`src/rtl/rcw_pkg.sv`:
```
package rcw_pkg;

   typedef enum logic [1:0] {
      SRC_PINS    = 2'd0,
      SRC_NVSTORE = 2'd1,
      SRC_CONST   = 2'd2
   } rcw_src_e;

   function automatic rcw_src_e pick_source(input logic sel, input logic store_invalid);
      if (sel)
         return SRC_PINS;
      else if (store_invalid)
         return SRC_CONST;
      else
         return SRC_NVSTORE;
   endfunction

endpackage

```
`src/rtl/rcw_src_mux.sv`:
```
module rcw_src_mux
   import rcw_pkg::*;
#(
   parameter int                  WORD_W      = 32,
   parameter logic [0:WORD_W-1]   CONST_WORD  = '0
) (
   input  logic                cfg_sel,
   input  logic                nv_invalid,
   input  logic [0:WORD_W-1]   bus_pins,
   input  logic [0:WORD_W-1]   nv_word,
   output logic [0:WORD_W-1]   src_word
);

   rcw_src_e src_kind;

   always_comb begin
      src_kind = pick_source(cfg_sel, nv_invalid);
      unique case (src_kind)
         SRC_PINS:    src_word = bus_pins;
         SRC_NVSTORE: src_word = nv_word;
         default:     src_word = CONST_WORD;
      endcase
   end

endmodule

```
`src/rtl/rcw_sample_timer.sv`:
```
module rcw_sample_timer #(
   parameter int SAMPLE_PERIOD = 8
) (
   input  logic clk,
   input  logic rst,
   output logic tick
);

   localparam int CNT_W = (SAMPLE_PERIOD > 1) ? $clog2(SAMPLE_PERIOD) : 1;
   localparam logic [CNT_W-1:0] LAST = CNT_W'(SAMPLE_PERIOD - 1);

   if (SAMPLE_PERIOD < 2) begin : g_bad_period
      $error("rcw_sample_timer: SAMPLE_PERIOD must be at least 2");
   end

   logic [CNT_W-1:0] phase_q;

   always_ff @(posedge clk or posedge rst) begin
      if (rst)
         phase_q <= '0;
      else if (phase_q == LAST)
         phase_q <= '0;
      else
         phase_q <= phase_q + 1'b1;
   end

   assign tick = (phase_q == LAST);

   // two ticks never fall on neighbouring edges
   p_tick_spacing_r5: assert property (@(posedge clk) disable iff (rst)
      tick |=> !tick);

   // the phase counter restarts right after a tick
   p_phase_wrap_r5: assert property (@(posedge clk) disable iff (rst)
      tick |=> (phase_q == '0));

endmodule

```
`src/rtl/rcw_dbl_buffer.sv`:
```
module rcw_dbl_buffer #(
   parameter int                WORD_W     = 32,
   parameter int                STAGES     = 2,
   parameter logic [0:WORD_W-1] RESET_WORD = '0
) (
   input  logic               clk,
   input  logic               rst,
   input  logic               tick,
   input  logic [0:WORD_W-1]  din,
   output logic [0:WORD_W-1]  dout
);

   if (STAGES < 2) begin : g_bad_stages
      $error("rcw_dbl_buffer: STAGES must be at least 2");
   end

   logic [0:WORD_W-1] stg_q [STAGES];

   for (genvar s = 0; s < STAGES; s++) begin : g_stage
      if (s == 0) begin : g_head
         always_ff @(posedge clk or posedge rst) begin
            if (rst)
               stg_q[0] <= RESET_WORD;
            else if (tick)
               stg_q[0] <= din;
         end
      end else begin : g_body
         always_ff @(posedge clk or posedge rst) begin
            if (rst)
               stg_q[s] <= RESET_WORD;
            else if (tick)
               stg_q[s] <= stg_q[s-1];
         end
      end
   end

   assign dout = stg_q[STAGES-1];

   // the last stage advances by exactly one position per tick
   p_stage_advance_r6: assert property (@(posedge clk) disable iff (rst)
      tick |=> (dout == $past(stg_q[STAGES-2])));

   // the buffer is frozen between ticks
   p_stage_frozen_r5: assert property (@(posedge clk) disable iff (rst)
      !tick |=> ($stable(dout) && $stable(stg_q[0])));

   // the head stage picks up the source on a tick
   p_head_load_r5: assert property (@(posedge clk) disable iff (rst)
      tick |=> (stg_q[0] == $past(din)));

endmodule

```
`src/rtl/rstcfg_word_sel.sv`:
```
module rstcfg_word_sel #(
   parameter int                WORD_W        = 32,
   parameter int                SAMPLE_PERIOD = 8,
   parameter int                BUF_STAGES    = 2,
   parameter logic [0:WORD_W-1] DEFAULT_WORD  = '0
) (
   input  logic               clk,
   input  logic               por_active,
   input  logic               hreset_active,
   input  logic               cfg_sel,
   input  logic               pd_enable,
   input  logic               capture_strobe,
   input  logic [0:WORD_W-1]  bus_pins,
   input  logic [0:WORD_W-1]  nv_word,
   input  logic               nv_invalid,
   output logic [0:WORD_W-1]  cfg_word,
   output logic               pulldown_req
);

   if (WORD_W < 1) begin : g_bad_width
      $error("rstcfg_word_sel: WORD_W must be positive");
   end

   logic [0:WORD_W-1] src_word;
   logic [0:WORD_W-1] buf_word;
   logic              tick;

   rcw_src_mux #(
      .WORD_W     (WORD_W),
      .CONST_WORD (DEFAULT_WORD)
   ) u_mux (
      .cfg_sel    (cfg_sel),
      .nv_invalid (nv_invalid),
      .bus_pins   (bus_pins),
      .nv_word    (nv_word),
      .src_word   (src_word)
   );

   rcw_sample_timer #(
      .SAMPLE_PERIOD (SAMPLE_PERIOD)
   ) u_timer (
      .clk  (clk),
      .rst  (por_active),
      .tick (tick)
   );

   rcw_dbl_buffer #(
      .WORD_W     (WORD_W),
      .STAGES     (BUF_STAGES),
      .RESET_WORD (DEFAULT_WORD)
   ) u_buf (
      .clk  (clk),
      .rst  (por_active),
      .tick (tick),
      .din  (src_word),
      .dout (buf_word)
   );

   always_ff @(posedge clk or posedge por_active) begin
      if (por_active)
         cfg_word <= DEFAULT_WORD;
      else if (capture_strobe)
         cfg_word <= buf_word;
   end

   assign pulldown_req = pd_enable & hreset_active & cfg_sel;

   // power-on reset forces the default word
   p_por_default_r4: assert property (@(posedge clk)
      por_active |-> (cfg_word == DEFAULT_WORD));

   // a strobe loads the buffered word
   p_capture_load_r7: assert property (@(posedge clk) disable iff (por_active)
      capture_strobe |=> (cfg_word == $past(buf_word)));

   // without a strobe the word is held
   p_word_hold_r8: assert property (@(posedge clk) disable iff (por_active)
      !capture_strobe |=> $stable(cfg_word));

   // a pull-down request implies hard reset and select are both active
   p_pulldown_gate_r9: assert property (@(posedge clk) disable iff (por_active)
      pulldown_req |-> (hreset_active && cfg_sel && pd_enable));

endmodule

```
`config.mk`:
```
export PLATFORM = sky130hd
export DESIGN_NAME = rstcfg_word_sel
export DESIGN_NICKNAME = d
export VERILOG_FILES = /design/src/rtl/rcw_pkg.sv /design/src/rtl/rcw_src_mux.sv /design/src/rtl/rcw_sample_timer.sv /design/src/rtl/rcw_dbl_buffer.sv /design/src/rtl/rstcfg_word_sel.sv
export SDC_FILE = /design/constraint.sdc
export NUM_CORES = 1
export LEC_CHECK = 0
export ABC_AREA = 1
export BUFFER_PORTS_ARGS = -buffer_cell sky130_fd_sc_hd__buf_4
export CAP_MARGIN = 10
export CORE_MARGIN = 1
export CORE_UTILIZATION = 50
export DETAILED_ROUTE_END_ITERATION = 8
export HOLD_SLACK_MARGIN = 0.03
export PLACE_DENSITY = 0.79
export SLEW_MARGIN = 10
export SYNTH_ARGS = -nofsm -noshare
export SYNTH_HDL_FRONTEND = slang
export SYNTH_SLANG_ARGS = --single-unit
```
`constraint.sdc`:
```
create_clock -name clk -period 3.5 [get_ports clk]
set_input_delay 0.35 -clock clk [delete_from_list [all_inputs] [get_ports clk]]
set_output_delay 0.35 -clock clk [all_outputs]
set_load 0.1 [all_outputs]
```
==> flow_summary.toml <==
[outcome]
status = "finished, final reports clean"

[route]
vias_per_cell = 4.98
drt-wirelength-per-cell_um = 13.2
drc = 0
wl_mm = 8.15
first_pass_iters = 4
first_iter_violations = 181
vias = 3076
antenna_left = 0

[logic_synthesis]
synth.distinct_cells = 14
syn_area_per_cell_um2 = 9.38
synth_cells = 423
syn_area_um2 = 3970
synth_warnings = 0
yosysTopAreaCell = "dfrtp_1"
synth_nets = 496
yosysSeqAreaShare = 0.624
synth_area_leaders = "dfrtp_1 62%, a21oi_1 12%, nand2_1 6.6%"
yosys.area.top_type_share = 0.624
synth_seq_cells = 99

[die]
die_area_um2 = 8300
initial_core_util = 0.516
coreArea_um2 = 7690
pin_count = 104
rows = 32
fp.dieH_um = 91.1
dieWidth_um = 91.1

[timing]
setup_tns_ps = 0
skew_ps = 9.61
rsz0062_at_grt = "no"
setup_slack_ps = 1480
tightest_slew_ps = 939
setup_viol = 0
fin_crit_sh = 0.577
slew_violations = 0
period_needed_ps = 2020
fmax_ghz = 0.495
slew-limit-headroom = 0.374
hold_viol = 0

[global_route]
grt_max_degree = 81
track_usage = 0.212
grt_overflow_total = 0
grt_pass1_wl_mm = 13.9
antenna_found_initial = 0
grt_pass1_vias = 3143

[finish]
multiInputGateArea_um2 = 1180
drive_gt1_frac = 0.240
insertedDiodeCount = 0
regArea_um2 = 2480
syn_to_final_growth_pct = 23.6
nFillCells = 677
fin_nets = 586
final_util = 0.638

[clock_tree]
cts_buffer_depth = 2
post_cts_buffers = 0
hold_buffers = 0
numCtsBuffers = 9
root_buffer = "clkbuf_8"
htree_levels = 3
clkSlewWorstSetupHoldPaths_ps = 90
insertion_delay_ps = 340
cts_tree = "yes"
cts-resized-gates = 0
clkSinkCount = 99

[power]
p_per_area_nw_per_um2 = 518
peakVddDrop_mv = 0.284
p_leak_uw = 0.00238

[placed_design]
io_buffers = 103
dpl.hpwl_mm = 5.47
dp_slack_ps = 1490
place_congestion = 0.798

[critical_path]
critPathKind = "reg -> reg"
cp.arrival_ps = 2250
path_max_fanout = 40
crit_required_ps = 3730
cp-start-kind = "register"
ff2ff_setup_slack_ps = 1480
cp-end-kind = "register"

[worst_hold_path]
min_path_type = "in -> async"

[job]
maxCapViolations = 0
[synth_stat cells]
master    instances
a21oi_1          94
and3_1            1
buf_2            14
buf_4             3
buf_6             7
clkbuf_1          3
dfrtp_1          99
ha_1              2
inv_1            33
inv_2             1
nand2_1          70
nor2_1           63
nor2_8            1
o21ai_0          32
[placed cells by master (no fill, tap or decap), drive strengths merged]
cell      count
ha            2
clkbuf       10
inv          34
a21oi        94
nand2        70
bufinv        1
nor2         64
o21ai        32
clkinvlp      3
and3          1
buf         106
dfrtp        99
[worst paths after layout]
| path | startpoint | endpoint | depth (start not counted) |
|---|---|---|---|
| max | u_timer.phase_q[0]$_DFF_PP0_ | u_buf.stg_q[39]$_DFFE_PP0N_ | 5 |
| min reg2reg | u_timer.phase_q[0]$_DFF_PP0_ | u_timer.phase_q[0]$_DFF_PP0_ | 1 |
| min in group clk | nv_word[12] | u_buf.stg_q[51]$_DFFE_PP0N_ | 3 |
| min | por_active | u_buf.stg_q[34]$_DFFE_PP0N_ | 2 |
| max reg2reg | u_timer.phase_q[0]$_DFF_PP0_ | u_buf.stg_q[39]$_DFFE_PP0N_ | 5 |
| max in group asynchronous | por_active | cfg_word[1]$_DFFE_PP0P_ | 3 |
[report_power, final]
| part | switching [uW] | leakage, uW | internal [uW] |
|---|---|---|---|
| Sequential | 45.2 | 0.00121 | 1230 |
| Clock | 362 | 0.0000865 | 342 |
| Combinational | 418 | 0.00109 | 140 |
| Total | 825 | 0.00238 | 1720 |
[logic make-up (layout without fill, tap and decap cells)]
| logic type | count (synthesis) | after routing | synth area share |
|---|---|---|---|
| AOI/OAI and AO/OA | 126 | 126 | 0.159 |
| adders and majority gates | 2 | 2 | 0.00630 |
| buffers and inverters | 61 | 154 | 0.0782 |
| DFF | 99 | 99 | 0.624 |
| and+or+nand+nor | 135 | 135 | 0.132 |
[critical path: stages (launching register included)]
cell     delay (ps)
dfrtp_1         360
ha_1            160
ha_2            590
inv_2           430
a21oi_1         250
a21oi_1          90
[stage by stage]
| stage | power (uW) | hold WS [ps] | std cells | instance area, um2 |
|---|---|---|---|---|
| detailed placement | 1860 | 434 | 604 | 4710 |
| CTS | 2570 | 234 | 618 | 4900 |
| global route | 2660 | 237 | 618 | 4900 |
| finish | 2540 | 214 | 618 | 4900 |
| global placement | 1850 | 412 | 604 | 4710 |
| floorplan | 1700 | 403 | 423 | 3970 |
[sequential cells by signal (all words and copies together), names as in the netlist]
signal and flops:
u_timer.phase_q 3, cfg_word 32, u_buf.stg_q 32, u_buf.dout 32
[per-layer routing]
metal | vias to the layer above | track usage | part of all wire
met4 | 0 | 0.0714 | 0.012
met5 | - | 0 | 0
met2 | 64 | 0.383 | 0.53
met3 | 10 | 0.0410 | 0.029
li1 | 1529 | - | -
met1 | 1473 | 0.254 | 0.43
[layout make-up]
class,count,area share
Multi-Input combinational cell,263,0.241
Timing Repair Buffer,106,0.162
Tap cell,102,0.0260
Inverter,34,0.0265
Sequential cell,99,0.505
Clock buffer,10,0.0281
Clock inverter,4,0.0107
Note: power is estimated with default switching activity, not from simulation.
